==> src/rtl/flit_xfer_pkg.sv <==
package flit_xfer_pkg;

    localparam int unsigned MAX_CH = 32;

    // Isolate the lowest set bit of a request vector (priority to index 0).
    function automatic logic [MAX_CH-1:0] lowest_one(input logic [MAX_CH-1:0] v);
        return v & (~v + 1'b1);
    endfunction

endpackage

==> src/rtl/flit_eject_sel.sv <==
module flit_eject_sel
    import flit_xfer_pkg::*;
#(
    parameter int unsigned NUM_CH = 4,
    parameter int unsigned FLIT_W = 32,
    parameter int unsigned NODE_W = 7
) (
    input  logic [NUM_CH-1:0]        vld,
    input  logic [NUM_CH*FLIT_W-1:0] flits,
    input  logic [NODE_W-1:0]        my_node,
    input  logic                     ej_ready,
    output logic [NUM_CH-1:0]        grant,
    output logic                     take,
    output logic [FLIT_W-1:0]        sel_flit
);

    logic [NUM_CH-1:0] hit;
    logic [NUM_CH-1:0] req;
    logic [MAX_CH-1:0] pick_w;

    for (genvar g = 0; g < NUM_CH; g++) begin : g_cmp
        assign hit[g] = vld[g] && (flits[g*FLIT_W +: NODE_W] == my_node);
    end

    assign req    = ej_ready ? hit : '0;
    assign pick_w = lowest_one(MAX_CH'(req));
    assign grant  = pick_w[NUM_CH-1:0];
    assign take   = |req;

    always_comb begin
        sel_flit = '0;
        for (int i = 0; i < NUM_CH; i++) begin
            if (grant[i]) begin
                sel_flit = sel_flit | flits[i*FLIT_W +: FLIT_W];
            end
        end
    end

endmodule

==> src/rtl/flit_inject_sel.sv <==
module flit_inject_sel
    import flit_xfer_pkg::*;
#(
    parameter int unsigned NUM_CH = 4
) (
    input  logic [NUM_CH-1:0] busy,
    output logic [NUM_CH-1:0] slot,
    output logic              any_free
);

    logic [NUM_CH-1:0] free;
    logic [MAX_CH-1:0] pick_w;

    assign free     = ~busy;
    assign pick_w   = lowest_one(MAX_CH'(free));
    assign slot     = pick_w[NUM_CH-1:0];
    assign any_free = |free;

endmodule

==> src/rtl/flit_xfer_stage.sv <==
module flit_xfer_stage #(
    parameter int unsigned NUM_CH = 4,
    parameter int unsigned FLIT_W = 32,
    parameter int unsigned NODE_W = 7
) (
    input  logic                     clk,
    input  logic                     rst_n,
    input  logic [NODE_W-1:0]        my_node,
    input  logic [NUM_CH-1:0]        ch_in_vld,
    input  logic [NUM_CH*FLIT_W-1:0] ch_in_flit,
    output logic [NUM_CH-1:0]        ch_out_vld,
    output logic [NUM_CH*FLIT_W-1:0] ch_out_flit,
    input  logic                     inj_valid,
    input  logic [FLIT_W-1:0]        inj_flit,
    output logic                     inj_ready,
    input  logic                     ej_ready,
    output logic                     ej_valid,
    output logic [FLIT_W-1:0]        ej_flit
);

    localparam int unsigned BUS_W = NUM_CH * FLIT_W;

    typedef struct packed {
        logic [NUM_CH-1:0] vld;
        logic [BUS_W-1:0]  flit;
        logic              ej_vld;
        logic [FLIT_W-1:0] ej_flit;
    } stage_t;

    stage_t stage_d, stage_q;

    logic [NUM_CH-1:0] ej_grant;
    logic              ej_take;
    logic [FLIT_W-1:0] ej_sel_flit;
    logic [NUM_CH-1:0] busy;
    logic [NUM_CH-1:0] inj_slot;
    logic              any_free;
    logic              inj_fire;

    flit_eject_sel #(
        .NUM_CH (NUM_CH),
        .FLIT_W (FLIT_W),
        .NODE_W (NODE_W)
    ) u_eject (
        .vld      (ch_in_vld),
        .flits    (ch_in_flit),
        .my_node  (my_node),
        .ej_ready (ej_ready),
        .grant    (ej_grant),
        .take     (ej_take),
        .sel_flit (ej_sel_flit)
    );

    assign busy = ch_in_vld & ~ej_grant;

    flit_inject_sel #(
        .NUM_CH (NUM_CH)
    ) u_inject (
        .busy     (busy),
        .slot     (inj_slot),
        .any_free (any_free)
    );

    assign inj_ready = any_free;
    assign inj_fire  = inj_valid && any_free;

    always_comb begin
        stage_d = stage_q;
        for (int i = 0; i < NUM_CH; i++) begin
            if (busy[i]) begin
                stage_d.vld[i]                  = 1'b1;
                stage_d.flit[i*FLIT_W +: FLIT_W] = ch_in_flit[i*FLIT_W +: FLIT_W];
            end else if (inj_fire && inj_slot[i]) begin
                stage_d.vld[i]                  = 1'b1;
                stage_d.flit[i*FLIT_W +: FLIT_W] = inj_flit;
            end else begin
                stage_d.vld[i]                  = 1'b0;
                stage_d.flit[i*FLIT_W +: FLIT_W] = '0;
            end
        end
        stage_d.ej_vld  = ej_take;
        stage_d.ej_flit = ej_take ? ej_sel_flit : '0;
    end

    always_ff @(posedge clk) begin
        if (!rst_n) begin
            stage_q <= '0;
        end else begin
            stage_q <= stage_d;
        end
    end

    assign ch_out_vld  = stage_q.vld;
    assign ch_out_flit = stage_q.flit;
    assign ej_valid    = stage_q.ej_vld;
    assign ej_flit     = stage_q.ej_flit;

endmodule

==> config.mk <==
export PLATFORM = sky130hd
export DESIGN_NAME = flit_xfer_stage
export DESIGN_NICKNAME = d
export VERILOG_FILES = /design/src/rtl/flit_xfer_pkg.sv /design/src/rtl/flit_eject_sel.sv /design/src/rtl/flit_inject_sel.sv /design/src/rtl/flit_xfer_stage.sv
export SDC_FILE = /design/constraint.sdc
export NUM_CORES = 1
export LEC_CHECK = 0
export BUFFER_PORTS_ARGS = -buffer_cell sky130_fd_sc_hd__clkbuf_2
export CORE_ASPECT_RATIO = 1.25
export CORE_MARGIN = 3
export CORE_UTILIZATION = 24
export DETAILED_ROUTE_END_ITERATION = 10
export HOLD_SLACK_MARGIN = 0.02
export RECOVER_POWER = 25
export SYNTH_ARGS = -nofsm -noshare
export SYNTH_HDL_FRONTEND = slang
export SYNTH_HIERARCHICAL = 1
export SYNTH_SLANG_ARGS = --single-unit
==> constraint.sdc <==
create_clock -name clk -period 3.1 [get_ports clk]
set_clock_uncertainty 0.2 [all_clocks]
set_input_delay 0.465 -clock clk [delete_from_list [all_inputs] [get_ports clk]]
set_output_delay 0.465 -clock clk [all_outputs]
set_load 0.01 [all_outputs]
## Word level (Yosys, flattened, before mapping)

Index checks and enable logic that the tools add are counted.

- Equality and inequality tests: 4
- Mux-type cells: 21
- Reductions and logical operators: 12
- $add $sub $neg: 2
- Bitwise gates (word level): 10

Operators with widths:

| cell | count |
|---|---|
| two-way mux 32 bit | 12 |
| OR 32 bit | 3 |
| equality test 7 bit | 4 |
| NOT 4 bit | 4 |
| AND 4 bit | 3 |
| logical AND 1 bit | 9 |
| adder 4 x 1 -> 4 bit, second input constant | 2 |
| two-way mux 1 bit | 8 |
| OR reduction 4 bit | 2 |
| two-way mux 4 bit | 1 |
| AND reduction 2 bit | 1 |

- Bits of input ports: 175
- Register bits: 165

## Depth between registers and ports, before layout

- Depth after elaboration: 15
- Gate-level depth with buffers: 15
- Depth with buffers taken out: 10

## By module

Netlist, hierarchy kept.

By module, submodules not included:

| module | area each (um^2) | cells each | instances |
|---|---|---|---|
| flit_xfer_stage | 5690.5 | 649 | 1 |
| flit_eject_sel | 1458.9 | 165 | 1 |
| flit_inject_sel | 36.3 | 5 | 1 |

## Worst setup path after synthesis

No wires, ideal clock.

- Kind: in2reg
- Start: input port my_node[4]
- End: register stage_q, in the netlist ch_out_flit[100]
- Stages: 14
- Buffers on the path: 4
- Data required time: 2.785 ns
- Slack: -0.337 ns
- Arrival: 3.122 ns
- Setup time: 0.115 ns
- Cells stage by stage: xor2_1 > or4_4 > or2_4 > nor4b_4 > buf_6 > nand2b_1 > buf_4 > inv_4 > buf_4 > nand4_1 > and3_1 > o21ai_4 > buf_6 > a21oi_2

- Elaborated cells between the ends (all ways): 23
- Classes of those cells: add/sub (2); eq/ne (4); mux (3); bitwise (7); reduce/logical (7)

RTL lines:

| what | line | source |
|---|---|---|
| start: declaration | flit_xfer_stage.sv:8 | `input logic [NODE_W-1:0] my_node,` |
| equality test 7 bit | flit_eject_sel.sv:22 | `assign hit[g] = vld[g] && (flits[g*FLIT_W +: NODE_W] == my_node);` |
| logical AND 1 bit | flit_eject_sel.sv:22 |  |
| two-way mux 4 bit (*) | flit_eject_sel.sv:25 | `assign req = ej_ready ? hit : '0;` |
| NOT 4 bit | flit_xfer_pkg.sv:7 | `return v & (~v + 1'b1);` |
| adder 4 x 1 -> 4 bit | flit_xfer_pkg.sv:7 |  |
| AND 4 bit (*) | flit_xfer_pkg.sv:7 |  |
| net ej_grant[3] | flit_xfer_stage.sv:32 | `logic [NUM_CH-1:0] ej_grant;` |
| NOT 4 bit (*) | flit_xfer_stage.sv:54 | `assign busy = ch_in_vld & ~ej_grant;` |
| AND 4 bit (*) | flit_xfer_stage.sv:54 |  |
| net busy[3] | flit_xfer_stage.sv:35 | `logic [NUM_CH-1:0] busy;` |
| NOT 4 bit (*) | flit_inject_sel.sv:14 | `assign free = ~busy;` |
| OR reduction 4 bit (*) | flit_inject_sel.sv:17 | `assign any_free = \|free;` |
| net inj_ready | flit_xfer_stage.sv:15 | `output logic inj_ready,` |
| logical AND 1 bit (*) | flit_xfer_stage.sv:65 | `assign inj_fire = inj_valid && any_free;` |
| logical AND 1 bit (*) | flit_xfer_stage.sv:73 | `end else if (inj_fire && inj_slot[i]) begin` |
| two-way mux 32 bit (*) | flit_xfer_stage.sv:73 |  |
| two-way mux 32 bit (*) | flit_xfer_stage.sv:70 | `if (busy[i]) begin` |
| end signal: assignment | flit_xfer_stage.sv:89 | `stage_q <= stage_d;` |
| end: declaration | flit_xfer_stage.sv:30 | `stage_t stage_d, stage_q;` |

The timed path passes the listed nets; every way through them passes the cells marked *.
A chain may end at the register's enable or synchronous reset.

## Worst setup path after layout

- Start: input port ch_in_flit[6]
- End: output port inj_ready

- Word-level cells in the longest chain between the ends: 10

Ends and longest elaborated chain:

| what | line | source |
|---|---|---|
| start: declaration | flit_xfer_stage.sv:10 | `input logic [NUM_CH*FLIT_W-1:0] ch_in_flit,` |
| equality test 7 bit (*) | flit_eject_sel.sv:22 |  |
| logical AND 1 bit (*) | flit_eject_sel.sv:22 |  |
| two-way mux 4 bit (*) | flit_eject_sel.sv:25 |  |
| NOT 4 bit | flit_xfer_pkg.sv:7 |  |
| adder 4 x 1 -> 4 bit | flit_xfer_pkg.sv:7 |  |
| AND 4 bit (*) | flit_xfer_pkg.sv:7 |  |
| net ej_grant[0] | flit_xfer_stage.sv:32 |  |
| NOT 4 bit (*) | flit_xfer_stage.sv:54 |  |
| AND 4 bit (*) | flit_xfer_stage.sv:54 |  |
| NOT 4 bit (*) | flit_inject_sel.sv:14 |  |
| OR reduction 4 bit (*) | flit_inject_sel.sv:17 |  |
| end: declaration | flit_xfer_stage.sv:15 |  |

Marked as above.

==> results.sh <==
export IMPL_drt_pass1_iter_count=5
export IMPL_arrival_ns=2.38
export IMPL_maxCapViolCount=0
export IMPL_synth_seq_area_share_pct=46.0
export IMPL_max_clock_freq_mhz=328
export IMPL_antenna_found_initial=0
export IMPL_outcome="complete, no violations"
export IMPL_grt_pass1_vias=7757
export IMPL_power_density_mw_per_mm2=507
export IMPL_cts_clk_slew_worst_paths_ns=0.06
export IMPL_finalCriticalPeriod_ns=3.05
export IMPL_period_share_pct=98.3
export IMPL_fp_dieW_um=161
export IMPL_cts_hold_repair_buffers=0
export IMPL_finalMaxSlewViolations=0
export IMPL_start_util_pct=24.5
export IMPL_h_tree_depth=4
export IMPL_postSynthCellCount=819
export IMPL_cts_tree="yes"
export IMPL_ys_types=38
export IMPL_finalSetupTns_ns=0
export IMPL_drive_above_1_share_pct=37.1
export IMPL_hold_path_class="input port to flop"
export IMPL_grtUsageMet2_pct=33.0
export IMPL_grt_ovfl_total=0
export IMPL_drc=0
export IMPL_avgSynthCellArea_um2=8.77
export IMPL_ios=341
export IMPL_synthFlopType="dfxtp_1"
export IMPL_hold_violations=0
export IMPL_diodes=0
export IMPL_yosysTopAreaCell="dfxtp_1"
export IMPL_numPortBuffers=340
export IMPL_drtAntennaViolNets=0
export IMPL_coreArea_mm2=0.0293
export IMPL_worstSetupEndpointType="output pin"
export IMPL_routed_wl_um=31000
export IMPL_worstPathRequired_ns=2.43
export IMPL_critPathKind="input port to output pin"
export IMPL_grt_pass1_wl_um=45400
export IMPL_numCtsBuffers=17
export IMPL_p_leak_nw=4.50
export IMPL_worst_ir_drop_vdd_v=0.000289
export IMPL_wl_per_cell_um=19.8
export IMPL_synth_nets=994
export IMPL_finalSetupViolCount=0
export IMPL_dieArea_mm2=0.0321
export IMPL_via_count=7523
export IMPL_fill_cells=3113
export IMPL_relSlewSlack_pct=54.7
export IMPL_grt_max_degree=34
export IMPL_async_flop_share_pct=0
export IMPL_vias_per_cell=4.80
export IMPL_cp_max_fo=5
export IMPL_whs_path_depth=3
export IMPL_root_buffer="clkbuf_16"
export IMPL_power_total_mw=5.06
export IMPL_drt_iter0_markers=492
export IMPL_cts_sinks=165
export IMPL_fin_nets=1334
export IMPL_synth_edf_count=0
export IMPL_ys_ff_latch=165
export IMPL_row_count=70
export IMPL_start_kind="input port"
export IMPL_hpwl_um=23000
export IMPL_use_met1_pct=20.8
export IMPL_syn_cell_area_mm2=0.00719
export IMPL_met3_usage_pct=4.79
export IMPL_tightestPinTransition_ns=0.680
export IMPL_synth_top_cell_area_share_pct=46.0
export IMPL_die_h_um=199
export IMPL_track_usage_pct=18.5
export IMPL_globalplace_congestion=0.875
export IMPL_yosysWarnings=6
export IMPL_cts_max_path_buffers=2
export IMPL_synth_area_top_cells="dfxtp_1 (46%), nand2_1 (14%), a21oi_1 (7.5%)"
export IMPL_area_growth_pct=38.9
export IMPL_grt_busiest_layer="met2"
cell usage in the layout (no fill, tap or decap), drive strengths merged, types with 12 or more instances in the layout:
cell     instances
a21oi          128
a221o           12
a221oi          20
a22o            12
and3            36
buf             49
clkbuf         364
dfxtp          165
nand2          259
nor3            21
o2bb2ai         20
or3             12
xnor2           13
xor2            15
report_power, final:
| part | internal (mW) | total, mW | switching (mW) | leakage, nW |
|---|---|---|---|---|
| combinational | 0.271 | 0.742 | 0.471 | 2.88 |
| sequential | 2.21 | 2.23 | 0.0275 | 1.35 |
| clock | 1.19 | 2.09 | 0.896 | 0.269 |
| total | 3.67 | 5.06 | 1.39 | 4.50 |
cell type report:
| class | count | area [µm²] | area share [%] |
|---|---|---|---|
| tap | 396 | 495 | 4.96 |
| multi-input combinational | 578 | 3510 | 35.2 |
| sequential | 165 | 3300 | 33.1 |
| timing repair buffer | 388 | 2060 | 20.6 |
| clock buffer | 25 | 495 | 4.96 |
| inverter | 9 | 46.3 | 0.464 |
| clock inverter | 7 | 71.3 | 0.715 |
cells by family after synthesis:
| group | count (synthesis) | synth area share [%] |
|---|---|---|
| AOI/OAI and AO/OA | 197 | 20.9 |
| buffers and inverters | 76 | 7.37 |
| xor gates and xnor gates | 28 | 3.41 |
| and+or+nand+nor | 353 | 22.4 |
| DFF | 165 | 46.0 |
synthesized netlist by cell type, drive strengths merged (9+ instances only):
library cell	count
buf	56
and3	36
o2bb2ai	20
inv	9
clkbuf	11
a22o	12
nor3	21
a221oi	20
nand2	259
dfxtp	165
a21oi	128
or3	12
xor2	15
a221o	12
xnor2	13
registers in the layout (all words and copies together) (netlist names):
| name | count |
|---|---|
| ej_valid | 1 |
| ej_flit | 32 |
| ch_out_flit | 128 |
| ch_out_vld | 4 |
per-stage QoR:
step | area [µm²] | cells | setup slack [ns] | hold slack (ns) | utilization, %
after floorplan | 7350 | 819 | -0.243 | 0.398 | -
after global placement | 9490 | 1533 | -0.109 | 0.507 | 32.4
after detailed placement | 9490 | 1533 | -0.155 | 0.508 | 32.4
after CTS | 10100 | 1565 | 0.0271 | 0.0487 | 34.3
after global routing | 9980 | 1568 | -0.00180 | 0.0525 | 34.0
final | 9980 | 1568 | 0.0531 | 0.0739 | 34.0
final timing paths:
check / start / to / slack, ns
max: ch_in_flit[6] / inj_ready / 0.05
min: ch_in_flit[93] / ch_out_flit[93]$_SDFF_PN0_ / 0.07
critical path, cell delays in order:
cell,delay (ns)
clkbuf_2,0.11
xor2_1,0.17
or4_2,0.77
nor2_8,0.16
nor3_1,0.06
nand2b_2,0.20
inv_4,0.07
nand4_1,0.15
buf_2,0.21
layer usage:
metal	part of all wire, %	wire length (µm)
met2	50	15500
met5	0	0
met1	39	12000
met4	3.3	1020
met3	8.1	2510
repair_timing:
action,4_1_cts,5_1_grt
hold endpoints to repair,0,0
buffers inserted,0,3
resized for setup,0,1
endpoints found under the setup margin,0,1
(Power assumes the default switching activity.)
